File: config.mk
export PLATFORM = sky130hd
export DESIGN_NAME = uart_regfront
export DESIGN_NICKNAME = d
export VERILOG_FILES = /design/src/rtl/uart_rf_pkg.sv /design/src/rtl/uart_rf_decode.sv /design/src/rtl/uart_rf_txpath.sv /design/src/rtl/uart_rf_status.sv /design/src/rtl/uart_regfront.sv
export SDC_FILE = /design/constraint.sdc
export NUM_CORES = 1
export LEC_CHECK = 0
export BUFFER_PORTS_ARGS = -buffer_cell sky130_fd_sc_hd__buf_4
export CORE_ASPECT_RATIO = 0.5
export CORE_MARGIN = 3
export CORE_UTILIZATION = 35
export CTS_BUF_LIST = sky130_fd_sc_hd__clkbuf_8
export DETAILED_ROUTE_END_ITERATION = 8
export HOLD_SLACK_MARGIN = 0.08
export PLACE_DENSITY = 0.57
export SLEW_MARGIN = 20
export SYNTH_ARGS = -nofsm -noshare
export SYNTH_HDL_FRONTEND = slang
export SYNTH_SLANG_ARGS = --single-unit
File: constraint.sdc
create_clock -name clk -period 2.1 [get_ports clk]
set_input_delay 0.315 -clock clk [delete_from_list [all_inputs] [get_ports clk]]
set_output_delay 0.315 -clock clk [all_outputs]
set_load 0.02 [all_outputs]
File: src/rtl/uart_rf_pkg.sv
package uart_rf_pkg;
  localparam int OFS_W  = 6;
  localparam int BYTE_W = 8;

  localparam logic [OFS_W-1:0] OFS_MODE  = 6'h00;
  localparam logic [OFS_W-1:0] OFS_STAT  = 6'h04;
  localparam logic [OFS_W-1:0] OFS_CMD   = 6'h08;
  localparam logic [OFS_W-1:0] OFS_BUF   = 6'h0C;
  localparam logic [OFS_W-1:0] OFS_INT   = 6'h14;
  localparam logic [OFS_W-1:0] OFS_RATEH = 6'h18;
  localparam logic [OFS_W-1:0] OFS_RATEL = 6'h1C;

  localparam int ST_RXRDY = 0;
  localparam int ST_FULL  = 1;
  localparam int ST_TXRDY = 2;
  localparam int ST_TXEMP = 3;
  localparam int ST_OVR   = 4;
  localparam int IS_TX    = 0;
  localparam int IS_RX    = 1;

  localparam logic [BYTE_W-1:0] STAT_RST = 8'h0C;

  typedef enum logic [1:0] {
    EN_KEEP0 = 2'b00,
    EN_ON    = 2'b01,
    EN_OFF   = 2'b10,
    EN_KEEP3 = 2'b11
  } en_code_e;

  function automatic logic err_clear_cmd(input logic [2:0] misc);
    return misc == 3'd4;
  endfunction

  function automatic logic [BYTE_W-1:0] stat_view(input logic [BYTE_W-1:0] flags,
                                                  input logic ready);
    logic [BYTE_W-1:0] v;
    v = flags;
    v[ST_TXRDY] = flags[ST_TXRDY] & ready;
    return v;
  endfunction

  function automatic logic irq_any(input logic [BYTE_W-1:0] mask,
                                   input logic [BYTE_W-1:0] pend);
    return |(mask & pend);
  endfunction
endpackage

File: src/rtl/uart_rf_decode.sv
module uart_rf_decode
  import uart_rf_pkg::*;
#(
  parameter int ADDR_W = OFS_W
) (
  input  logic              bus_en,
  input  logic              bus_we,
  input  logic [ADDR_W-1:0] bus_addr,
  output logic              wr_mode,
  output logic              wr_cmd,
  output logic              wr_tx,
  output logic              wr_mask,
  output logic              wr_rateh,
  output logic              wr_ratel,
  output logic              rd_rx,
  output logic              rd_int
);
  logic wr, rd;
  assign wr = bus_en & bus_we;
  assign rd = bus_en & ~bus_we;

  assign wr_mode  = wr && bus_addr == ADDR_W'(OFS_MODE);
  assign wr_cmd   = wr && bus_addr == ADDR_W'(OFS_CMD);
  assign wr_tx    = wr && bus_addr == ADDR_W'(OFS_BUF);
  assign wr_mask  = wr && bus_addr == ADDR_W'(OFS_INT);
  assign wr_rateh = wr && bus_addr == ADDR_W'(OFS_RATEH);
  assign wr_ratel = wr && bus_addr == ADDR_W'(OFS_RATEL);
  assign rd_rx    = rd && bus_addr == ADDR_W'(OFS_BUF);
  assign rd_int   = rd && bus_addr == ADDR_W'(OFS_INT);
endmodule

File: src/rtl/uart_rf_txpath.sv
module uart_rf_txpath #(
  parameter int DATA_W = 8
) (
  input  logic              clk,
  input  logic              rst_n,
  input  logic              load,
  input  logic [DATA_W-1:0] load_data,
  input  logic              tx_en,
  input  logic              tx_ready,
  output logic              tx_valid,
  output logic [DATA_W-1:0] tx_data,
  output logic              tx_hold
);
  logic accept;
  assign tx_valid = tx_hold & tx_en;
  assign accept   = tx_valid & tx_ready;

  always_ff @(posedge clk or negedge rst_n) begin
    if (!rst_n) begin
      tx_hold <= 1'b0;
      tx_data <= '0;
    end else begin
      if (load) begin
        tx_hold <= 1'b1;
        tx_data <= load_data;
      end else if (accept) begin
        tx_hold <= 1'b0;
      end
    end
  end


  tx_hold_chk: assert property (@(posedge clk) disable iff (!rst_n)
    (tx_valid && !tx_ready && !load) |=> (tx_hold && $stable(tx_data)));


  tx_once_chk: assert property (@(posedge clk) disable iff (!rst_n)
    (accept && !load) |=> !tx_valid);
endmodule

File: src/rtl/uart_rf_status.sv
module uart_rf_status
  import uart_rf_pkg::*;
#(
  parameter int DATA_W = BYTE_W
) (
  input  logic              clk,
  input  logic              rst_n,
  input  logic              wr_cmd,
  input  logic [6:0]        cmd_fld,
  input  logic              wr_tx,
  input  logic              rd_rx,
  input  logic              rd_int,
  input  logic              rx_take,
  input  logic [DATA_W-1:0] rx_byte,
  output logic [DATA_W-1:0] stat_q,
  output logic [DATA_W-1:0] int_q,
  output logic [DATA_W-1:0] rx_buf_q,
  output logic              rx_en,
  output logic              tx_en
);
  en_code_e rx_code, tx_code;
  logic     err_clr, overrun_ev;
  logic [DATA_W-1:0] stat_d, int_d;

  assign rx_code    = en_code_e'(cmd_fld[1:0]);
  assign tx_code    = en_code_e'(cmd_fld[3:2]);
  assign err_clr    = wr_cmd & err_clear_cmd(cmd_fld[6:4]);
  assign overrun_ev = rx_take & stat_q[ST_RXRDY] & ~rd_rx;

  always_comb begin
    stat_d = stat_q;
    if (wr_cmd && tx_code == EN_ON) begin
      stat_d[ST_TXRDY] = 1'b1;
      stat_d[ST_TXEMP] = 1'b1;
    end
    if (wr_cmd && tx_code == EN_OFF) begin
      stat_d[ST_TXRDY] = 1'b0;
      stat_d[ST_TXEMP] = 1'b0;
    end
    if (err_clr) stat_d[7:4] = '0;
    if (wr_tx) begin
      stat_d[ST_TXRDY] = 1'b1;
      stat_d[ST_TXEMP] = 1'b1;
    end
    if (rd_rx) begin
      stat_d[ST_RXRDY] = 1'b0;
      stat_d[ST_FULL]  = 1'b0;
    end
    if (rx_take) stat_d[ST_RXRDY] = 1'b1;
    if (overrun_ev) begin
      stat_d[ST_FULL] = 1'b1;
      stat_d[ST_OVR]  = 1'b1;
    end
  end

  always_comb begin
    int_d = int_q;
    if (rd_int) int_d = '0;
    if (rd_rx) int_d[IS_RX] = 1'b0;
    if (wr_tx) int_d[IS_TX] = 1'b1;
    if (rx_take) int_d[IS_RX] = 1'b1;
  end

  always_ff @(posedge clk or negedge rst_n) begin
    if (!rst_n) begin
      stat_q   <= STAT_RST;
      int_q    <= '0;
      rx_buf_q <= '0;
      rx_en    <= 1'b0;
      tx_en    <= 1'b0;
    end else begin
      stat_q <= stat_d;
      int_q  <= int_d;
      if (rx_take) rx_buf_q <= rx_byte;
      if (wr_cmd && rx_code == EN_ON)  rx_en <= 1'b1;
      if (wr_cmd && rx_code == EN_OFF) rx_en <= 1'b0;
      if (wr_cmd && tx_code == EN_ON)  tx_en <= 1'b1;
      if (wr_cmd && tx_code == EN_OFF) tx_en <= 1'b0;
    end
  end


  err_clear_chk: assert property (@(posedge clk) disable iff (!rst_n)
    (err_clr && !rx_take) |=> (stat_q[7:4] == '0));


  overrun_flag_chk: assert property (@(posedge clk) disable iff (!rst_n)
    overrun_ev |=> (stat_q[ST_OVR] && stat_q[ST_FULL] && stat_q[ST_RXRDY]));


  int_clear_chk: assert property (@(posedge clk) disable iff (!rst_n)
    (rd_int && !rx_take && !wr_tx) |=> (int_q == '0));


  tx_enable_chk: assert property (@(posedge clk) disable iff (!rst_n)
    (wr_cmd && tx_code == EN_ON) |=> (stat_q[ST_TXEMP] && stat_q[ST_TXRDY] && tx_en));


  rx_arrive_chk: assert property (@(posedge clk) disable iff (!rst_n)
    rx_take |=> (stat_q[ST_RXRDY] && int_q[IS_RX]));
endmodule

File: src/rtl/uart_regfront.sv
module uart_regfront
  import uart_rf_pkg::*;
#(
  parameter int ADDR_W = OFS_W,
  parameter int DATA_W = BYTE_W
) (
  input  logic              clk,
  input  logic              rst_n,
  input  logic              bus_en,
  input  logic              bus_we,
  input  logic [ADDR_W-1:0] bus_addr,
  input  logic [DATA_W-1:0] bus_wdata,
  output logic [DATA_W-1:0] bus_rdata,
  output logic              tx_valid,
  input  logic              tx_ready,
  output logic [DATA_W-1:0] tx_data,
  input  logic              rx_valid,
  output logic              rx_ready,
  input  logic [DATA_W-1:0] rx_data,
  output logic              irq
);
  logic wr_mode, wr_cmd, wr_tx, wr_mask, wr_rateh, wr_ratel, rd_rx, rd_int;
  logic rx_take, rx_en, tx_en, tx_hold;
  logic [DATA_W-1:0] stat_q, int_q, rx_buf_q;
  logic [DATA_W-1:0] mode_q, mask_q, rateh_q, ratel_q;

  uart_rf_decode #(.ADDR_W(ADDR_W)) dec_i (
    .bus_en(bus_en), .bus_we(bus_we), .bus_addr(bus_addr),
    .wr_mode(wr_mode), .wr_cmd(wr_cmd), .wr_tx(wr_tx), .wr_mask(wr_mask),
    .wr_rateh(wr_rateh), .wr_ratel(wr_ratel), .rd_rx(rd_rx), .rd_int(rd_int)
  );

  assign rx_ready = rx_en;
  assign rx_take  = rx_valid & rx_en;

  uart_rf_status #(.DATA_W(DATA_W)) st_i (
    .clk(clk), .rst_n(rst_n), .wr_cmd(wr_cmd), .cmd_fld(bus_wdata[6:0]),
    .wr_tx(wr_tx), .rd_rx(rd_rx), .rd_int(rd_int), .rx_take(rx_take),
    .rx_byte(rx_data), .stat_q(stat_q), .int_q(int_q), .rx_buf_q(rx_buf_q),
    .rx_en(rx_en), .tx_en(tx_en)
  );

  uart_rf_txpath #(.DATA_W(DATA_W)) tx_i (
    .clk(clk), .rst_n(rst_n), .load(wr_tx), .load_data(bus_wdata),
    .tx_en(tx_en), .tx_ready(tx_ready), .tx_valid(tx_valid),
    .tx_data(tx_data), .tx_hold(tx_hold)
  );

  always_ff @(posedge clk or negedge rst_n) begin
    if (!rst_n) begin
      mode_q  <= '0;
      mask_q  <= '0;
      rateh_q <= '0;
      ratel_q <= '0;
    end else begin
      if (wr_mode)  mode_q  <= bus_wdata;
      if (wr_mask)  mask_q  <= bus_wdata;
      if (wr_rateh) rateh_q <= bus_wdata;
      if (wr_ratel) ratel_q <= bus_wdata;
    end
  end

  always_comb begin
    bus_rdata = '0;
    unique case (bus_addr)
      ADDR_W'(OFS_MODE):  bus_rdata = mode_q;
      ADDR_W'(OFS_STAT):  bus_rdata = stat_view(stat_q, tx_ready);
      ADDR_W'(OFS_BUF):   bus_rdata = rx_buf_q;
      ADDR_W'(OFS_INT):   bus_rdata = int_q;
      ADDR_W'(OFS_RATEH): bus_rdata = rateh_q;
      ADDR_W'(OFS_RATEL): bus_rdata = ratel_q;
      default:            bus_rdata = '0;
    endcase
  end

  assign irq = irq_any(mask_q, int_q);


  irq_source_chk: assert property (@(posedge clk) disable iff (!rst_n)
    irq |-> (int_q != '0 && mask_q != '0));


  tx_load_flags_chk: assert property (@(posedge clk) disable iff (!rst_n)
    wr_tx |=> (tx_hold && int_q[IS_TX] && stat_q[ST_TXEMP]));
endmodule

==> results.json, run 1 <==
{
  "grt-ovfl-total": 0,
  "fp-row-count": 20,
  "fmax_ghz": 0.496,
  "htreeDepth": 2,
  "core_mm2": 0.00638,
  "timing.rr.start": "st_i.rx_en",
  "cts_buffer_depth": 2,
  "fin_area_mm2": 0.00314,
  "hp-class": "in -> reg",
  "drv_cap": 0,
  "avgSynthCellArea_um2": 12.7,
  "place.port_buffers": 46,
  "path_max_fanout": 4,
  "cp_data_arrival_time_ps": 1700,
  "critPathRequiredTime_ps": 1780,
  "drt_iter0_markers": 145,
  "routedWlPerCell_um": 17.3,
  "finalMaxSlewViolations": 0,
  "vias": 1801,
  "synth_warnings": 0,
  "cts_buffers": 5,
  "ys_types": 39,
  "crit_path_top_delay_cell": "or4_4",
  "drt-pass1-iter-count": 4,
  "clkLatencyLatePin_ps": 310,
  "final_cells": 348,
  "power.density_mw_per_mm2": 635,
  "crit_type": "in -> out",
  "initial_core_util_pct": 38.0,
  "die_y_um": 64.9,
  "timing.final.crit_share_pct": 96.1,
  "grt_usage_pct": 16.4,
  "syn_nets": 219,
  "first_global_vias": 1834,
  "nNetsFinal": 287,
  "grt_pass1_wl_um": 9750,
  "p_leak_nw": 1.48,
  "setup_slack_ps": 82.6,
  "grt_start_max_net_pins": 52,
  "area_delta_synth_final_pct": 29.3,
  "die_w_um": 124,
  "worst_pin_slew_ps": 645,
  "min_from": "bus_wdata[3]",
  "ys.flop_type": "dfrtp_1",
  "final-setup-viol-count": 0,
  "root_buffer": "clkbuf_8",
  "netlist_instances": 191,
  "syn-cell-area_mm2": 0.00243,
  "clk_pin_slew_ps": 90,
  "final.min_clock_period_ps": 2020,
  "die-area_mm2": 0.00803,
  "async_reset_ff_share_pct": 100,
  "dp.cells": 337,
  "synth-seq-area-share_pct": 52.6,
  "cp-start-kind": "primary input",
  "diodes": 0,
  "dp_hpwl_um": 4510,
  "place_ws_ps": -14.6,
  "ir_worst_vdd_mv": 0.202,
  "status": "finished clean",
  "rsz0062_at_grt": "false",
  "finClkSkew_ps": 0.797,
  "grt_antenna_before_repair": 0,
  "slew_headroom_pct": 57.0,
  "cp_num_buf_inv": 2,
  "finalHoldViolCount": 0,
  "io_pins": 47,
  "gp_congestion": 0.833,
  "max_stage_delay_ps": 580,
  "cts_tree": "built",
  "synth_edf_count": 0,
  "ant_nets": 0,
  "routed_wl_um": 6010,
  "crit_path_frequent_cell": "buf_4",
  "crit_path_end_kind": "primary output",
  "synth-seq-cells": 51,
  "critPathLaunch": "bus_addr[5]",
  "crit_family": "simple AND/OR/NAND/NOR gates",
  "cts_sinks": 51,
  "hold_ws_ps": 193,
  "drt-vias-per-instance": 5.18,
  "dpl_cell_area_mm2": 0.00301,
  "drc": 0,
  "path_cells": "buf_4 -> or4_4 -> nor3_4 -> a22oi_1 -> o21ai_0 -> buf_4",
  "drive_gt1_share_pct": 49.6
}
==> worst paths after layout <==
| check | to | slack [ps] | depth (start not counted) |
|---|---|---|---|
| max in group asynchronous | rateh_q[1] | 1110 | 2 |
| worst min register to register | tx_i.tx_hold | 480 | 2 |
| worst min-delay path | st_i.stat_q[2] | 190 | 2 |
| min in group asynchronous | tx_i.tx_hold | 560 | 2 |
| worst max register to register | st_i.stat_q[4] | 710 | 3 |
| worst max-delay path | bus_rdata[2] | 80 | 6 |
==> placed cells by master, fill, tap and decap left out, types with 6 or more instances in the layout <==
cell / instances
a22oi_1: 11
clkbuf_8: 7
mux2_2: 45
inv_1: 6
o21ai_0: 6
a21oi_1: 8
nor2_1: 6
nand2_1: 11
buf_4: 64
dfrtp_1: 50
==> sequential cells by signal (all words and copies together) (netlist names) <==
signal	flops
mask_q	2
mode_q	8
st_i.int_q	2
rateh_q	8
st_i.tx_en	1
tx_i.tx_data	8
tx_i.tx_hold	1
st_i.rx_buf_q	8
st_i.rx_en	1
st_i.stat_q	4
ratel_q	8
==> cells in the mapped netlist (all sizes together) (2+ instances only) <==
cell    count  area share (%)
dfrtp      50              52
mux2       45              21
a22oi      11             3.4
nand2      11             1.7
o21ai       9             1.9
a21oi       8             1.6
nor2        7             1.2
nor3        7             3.0
inv         5            0.77
buf         4             1.1
a22o        3             1.1
nand3       3             1.1
a211oi      2            0.62
a32o        2            0.82
and2        2            0.52
and3        2            0.52
clkbuf      2            0.31
mux2i       2            0.82
or3         2            0.52
or4         2            0.77
==> layout make-up <==
type / instances / area [µm²]
fill: 600 / 3240
sequential: 51 / 1280
multi-input combinational: 129 / 1100
timing repair buffer: 67 / 531
tap: 88 / 110
clock buffer: 7 / 96.3
inverter: 5 / 18.8
clock inverter: 1 / 3.75
==> through the flow <==
| stage | power [mW] | util [%] | TNS (ps) |
|---|---|---|---|
| 2_1_floorplan | 1.25 | - | 0 |
| 3_3_place_gp | 1.39 | 47.2 | 0 |
| 3_5_place_dp | 1.39 | 47.2 | -28.2 |
| 4_1_cts | 2.01 | 49.0 | 0 |
| 5_1_grt | 2.08 | 49.2 | 0 |
| 6_report | 1.99 | 49.2 | 0 |
==> logic make-up after synthesis <==
kind of cell,synth area share (%)
buf+inv,2.16
simple gates,12.0
flops,52.6
xor+xnor,0.361
compound gates,11.1
mux,21.7
==> layer usage <==
layer	routed length (µm)	global-route usage [%]
met5	0	0
met1	3020	23.8
met4	78	4.97
met2	2640	24.1
met3	267	3.75
==> repair_timing <==
item / in CTS / in global routing
setup buffers: 0 / 2
hold endpoints to repair: 50 / 0
pin swaps: 0 / 1
setup endpoints to repair: 4 / 1
gates resized for setup: 1 / 0
hold buffers: 1 / 0
==> power by group <==
part	switching [mW]	total [mW]	internal [mW]
combinational	0.141	0.285	0.144
clock	0.323	0.619	0.296
sequential	0.0367	1.09	1.05
Note: power is estimated with default switching activity, not from simulation.
==> inputs of run 2 (changes only) <==
CORE_UTILIZATION = 57   (was 35)
PLACE_DENSITY = 0.84   (was 0.57)
==> results.json, run 2 (synthesis results as in run 1) <==
{
  "die-area_mm2": 0.00513,
  "p_leak_nw": 1.45,
  "status": "finished clean",
  "final-setup-viol-count": 0,
  "fmax_ghz": 0.493,
  "setup_slack_ps": 70.1,
  "diodes": 0,
  "fp-row-count": 16,
  "cp_data_arrival_time_ps": 1710,
  "grt-ovfl-total": 0,
  "grt_usage_pct": 24.2,
  "die_y_um": 52.1,
  "hp-class": "in -> reg",
  "gp_congestion": 0.936,
  "grt_start_max_net_pins": 52,
  "crit_path_top_delay_cell": "or3_1",
  "first_global_vias": 1820,
  "routedWlPerCell_um": 18.8,
  "crit_type": "in -> out",
  "crit_family": "simple AND/OR/NAND/NOR gates",
  "area_delta_synth_final_pct": 26.1,
  "path_cells": "buf_4 -> or3_1 -> nor4b_4 -> a22oi_1 -> o21ai_0 -> buf_4",
  "htreeDepth": 2,
  "critPathRequiredTime_ps": 1780,
  "initial_core_util_pct": 60.6,
  "crit_path_end_kind": "primary output",
  "hold_ws_ps": 210,
  "layout_commonest_cell": "buf_4",
  "cts_buffers": 5,
  "final.min_clock_period_ps": 2030,
  "cp-start-kind": "primary input",
  "finalMaxSlewViolations": 0,
  "grt_antenna_before_repair": 0,
  "cts_sinks": 51,
  "cts_tree": "built",
  "die_w_um": 98.3,
  "path_max_fanout": 5,
  "drt_iter0_markers": 179,
  "drt-pass1-iter-count": 4,
  "drive_gt1_share_pct": 49.6,
  "place.port_buffers": 46,
  "final_cell_mix": "64 x buf_4, 50 x dfrtp_1, 45 x mux2_2",
  "io_pins": 47,
  "routed_wl_um": 5880,
  "final_cells": 312,
  "num-fill-cells": 265,
  "vias": 1869,
  "core_mm2": 0.00400,
  "nNetsFinal": 285,
  "drc": 0,
  "max_stage_delay_ps": 500,
  "fin_util_pct": 76.4,
  "rsz0062_at_grt": "false",
  "finalHoldViolCount": 0,
  "clk_pin_slew_ps": 90,
  "drv_cap": 0,
  "cp_num_buf_inv": 2,
  "slew_headroom_pct": 57.0,
  "ant_nets": 0,
  "drt-vias-per-instance": 5.99,
  "worst_pin_slew_ps": 644,
  "power.density_mw_per_mm2": 655,
  "grt_pass1_wl_um": 9600,
  "crit_path_frequent_cell": "buf_4",
  "place_ws_ps": -24.8,
  "clkLatencyLatePin_ps": 300,
  "dp.cells": 302,
  "finClkSkew_ps": 5.02,
  "root_buffer": "clkbuf_8",
  "dp_hpwl_um": 4270,
  "ir_worst_vdd_mv": 0.369,
  "cts_buffer_depth": 2,
  "timing.final.crit_share_pct": 96.7
}
==> run 2: cell types whose count changed in the layout (fill, tap and decap cells not counted) <==
cell        delta
o21ai_0        -1
o21ai_1        +1
buf_12         -2
clkinvlp_4     +1
inv_1          -1
==> run 2: worst paths after layout <==
path                              start                to  slack (ps)  cells past startpoint
setup / recovery            bus_addr[5]      bus_rdata[0]          70                      6
hold / removal             bus_wdata[3]    st_i.stat_q[2]         210                      2
setup reg to reg             st_i.rx_en    st_i.stat_q[4]         730                      3
hold reg to reg            tx_i.tx_hold      tx_i.tx_hold         480                      2
max in group asynchronous         rst_n  st_i.rx_buf_q[2]        1100                      2
min in group asynchronous         rst_n  st_i.rx_buf_q[0]         560                      2
==> run 2: routing by layer <==
| layer | part of all wire, % | vias up | track usage, % |
|---|---|---|---|
| met5 | 0 | - | 0 |
| met4 | 0.54 | 0 | 3.17 |
| met3 | 6.1 | 4 | 5.35 |
| met2 | 48 | 76 | 39.4 |
| met1 | 45 | 944 | 34.7 |
| li1 | - | 845 | - |
==> run 2: power breakdown <==
| group | internal [mW] | total (mW) | switching [mW] |
|---|---|---|---|
| combinational | 0.143 | 0.288 | 0.145 |
| clock | 0.300 | 0.626 | 0.326 |
| sequential | 1.05 | 1.09 | 0.0382 |
==> run 2: area by class of cell <==
| cell class | count | area (µm²) | area share [%] |
|---|---|---|---|
| inverters | 5 | 18.8 | 0.613 |
| repair buffers | 65 | 490 | 16.0 |
| flip-flops and latches | 51 | 1280 | 41.7 |
| clock buffers | 7 | 96.3 | 3.15 |
| well taps | 54 | 67.6 | 2.21 |
| multi-input cells | 129 | 1100 | 36.0 |
| clock inverters | 1 | 7.51 | 0.245 |
==> run 2: metrics by stage <==
step	TNS (ps)	power, mW	instance area, µm²
finish	0	2.00	3060
global route	0	2.08	3060
CTS	0	2.00	3050
detailed placement	-24.8	1.39	2930
global placement	0	1.38	2930
floorplan	0	1.25	2430
==> run 2: repair_timing <==
action / CTS / global route
hold buffers: 1 / 0
endpoints found under the setup margin: 1 / 5
endpoints found under the hold margin: 50 / 0
gates resized for setup: 0 / 2
pin swaps: 1 / 1
buffers inserted: 0 / 1
==> inputs of run 3 (changes only) <==
BUFFER_PORTS_ARGS = unset   (was -buffer_cell sky130_fd_sc_hd__buf_4)
CORE_UTILIZATION = 65   (was 57)
DONT_BUFFER_PORTS = 1   (was unset)
PLACE_DENSITY = 0.83   (was 0.84)
==> results.json, run 3 (synthesis results as in run 1) <==
{
  "drive_gt1_share_pct": 36.7,
  "dpl_cell_area_mm2": 0.00256,
  "final.min_clock_period_ps": 1970,
  "min_from": "bus_wdata[3]",
  "timing.rr.start": "st_i.rx_en",
  "grt_usage_pct": 26.9,
  "p_seq_share_pct": 60.6,
  "crit_type": "in -> out",
  "critPathRequiredTime_ps": 1780,
  "die_y_um": 49.2,
  "die_w_um": 92.4,
  "vias": 1645,
  "initial_core_util_pct": 74.1,
  "ant_nets": 0,
  "grt_antenna_before_repair": 0,
  "first_global_vias": 1778,
  "rsz0062_at_grt": "false",
  "fmax_ghz": 0.508,
  "ir_worst_vdd_mv": 0.541,
  "p_sw_share_pct": 24.9,
  "drc": 0,
  "finalHoldViolCount": 0,
  "hold_ws_ps": 125,
  "power.share.clock_pct": 29.7,
  "clkLatencyLatePin_ps": 300,
  "drt-pass1-iter-count": 5,
  "cp-start-kind": "primary input",
  "drt_iter0_markers": 118,
  "grt_pass1_wl_um": 9160,
  "place.port_buffers": 0,
  "final-setup-viol-count": 0,
  "hold_end": "st_i.tx_en",
  "grt-ovfl-total": 0,
  "die-area_mm2": 0.00455,
  "fin_util_pct": 82.2,
  "cts_sinks": 51,
  "timing.final.crit_share_pct": 93.7,
  "worst-r2r-setup-slack_ps": 560,
  "cts_buffer_depth": 2,
  "final_cell_mix": "50 x dfrtp_1, 45 x mux2_2, 14 x buf_4",
  "grt_start_max_net_pins": 52,
  "r2r_end": "st_i.stat_q[4]",
  "status": "finished clean",
  "slew_headroom_pct": 54.8,
  "diodes": 0,
  "root_buffer": "clkbuf_8",
  "critPathLaunch": "bus_addr[5]",
  "finalMaxSlewViolations": 0,
  "finClkSkew_ps": 3.94,
  "hp-class": "in -> reg",
  "clk_pin_slew_ps": 90,
  "dp_hpwl_um": 3990,
  "internal_power_mw": 1.37,
  "worst_pin_slew_ps": 670,
  "layout_commonest_cell": "dfrtp_1",
  "drv_cap": 0,
  "p_leak_nw": 1.22,
  "num-fill-cells": 208,
  "cts_buffers": 5,
  "nNetsFinal": 237,
  "drt-vias-per-instance": 6.38,
  "p_switching_mw": 0.455,
  "p_comb_share_pct": 9.7,
  "gp_congestion": 0.897,
  "core_mm2": 0.00328,
  "routed_wl_um": 5550,
  "path_max_fanout": 5,
  "fp-row-count": 14,
  "fin_area_mm2": 0.00269,
  "cp_data_arrival_time_ps": 1650,
  "r2r_cells": 3,
  "cts_tree": "built",
  "holdPathStages": 1,
  "htreeDepth": 2,
  "crit_path_end_kind": "primary output",
  "power.density_mw_per_mm2": 679,
  "area_delta_synth_final_pct": 10.9,
  "finalSetupTns_ps": 0,
  "routedWlPerCell_um": 21.5,
  "io_pins": 47
}
-- run 3: worst max path at each step --
stage | depth (start not counted) | end
floorplan | 6 | bus_rdata[4]
global placement | 3 | rateh_q[6]
detailed placement | 3 | rateh_q[7]
CTS | 3 | bus_rdata[2]
global route | 3 | bus_rdata[2]
finish | 6 | bus_rdata[0]
-- run 3: metal layers --
| layer | track usage [%] | routed length, µm |
|---|---|---|
| met1 | 36.7 | 2460 |
| met5 | 0 | 0 |
| met3 | 8.17 | 472 |
| met2 | 42.5 | 2570 |
| met4 | 5.91 | 48 |
-- run 3: per-stage QoR --
step	power [mW]	worst slack [ps]	std cells
2_1_floorplan	1.25	148	191
3_3_place_gp	1.27	85.9	247
3_5_place_dp	1.28	67.1	247
4_1_cts	1.83	130	258
5_1_grt	1.91	54.1	258
6_report	1.83	133	258
-- run 3: cell type report --
type | instances | area [µm²] | area share (%)
multi-input combinational | 129 | 1100 | 40.8
clock buffer | 5 | 68.8 | 2.56
tap | 48 | 60.1 | 2.23
inverter | 5 | 18.8 | 0.697
clock inverter | 3 | 16.3 | 0.604
sequential | 51 | 1280 | 47.5
timing repair buffer | 17 | 153 | 5.67
-- run 3: critical path, stage by stage --
cell	delay (ps)
or3_1	500
nor3_1	290
buf_4	170
a22oi_1	70
o21ai_0	120
buf_4	180
-- run 3: repair_timing --
item / in CTS / in global routing
resized for setup: 0 / 0
hold endpoints to repair: 52 / 0
setup buffers: 0 / 0
hold buffers: 3 / 0
-- run 3: power groups by stage --
stage               registers (mW)  logic [mW]  clock network, mW
finish                        1.11       0.177              0.542
global route                  1.12       0.196              0.596
CTS                           1.11       0.178              0.545
detailed placement            1.13       0.149                  0
global placement              1.12       0.142                  0
floorplan                     1.11       0.135                  0
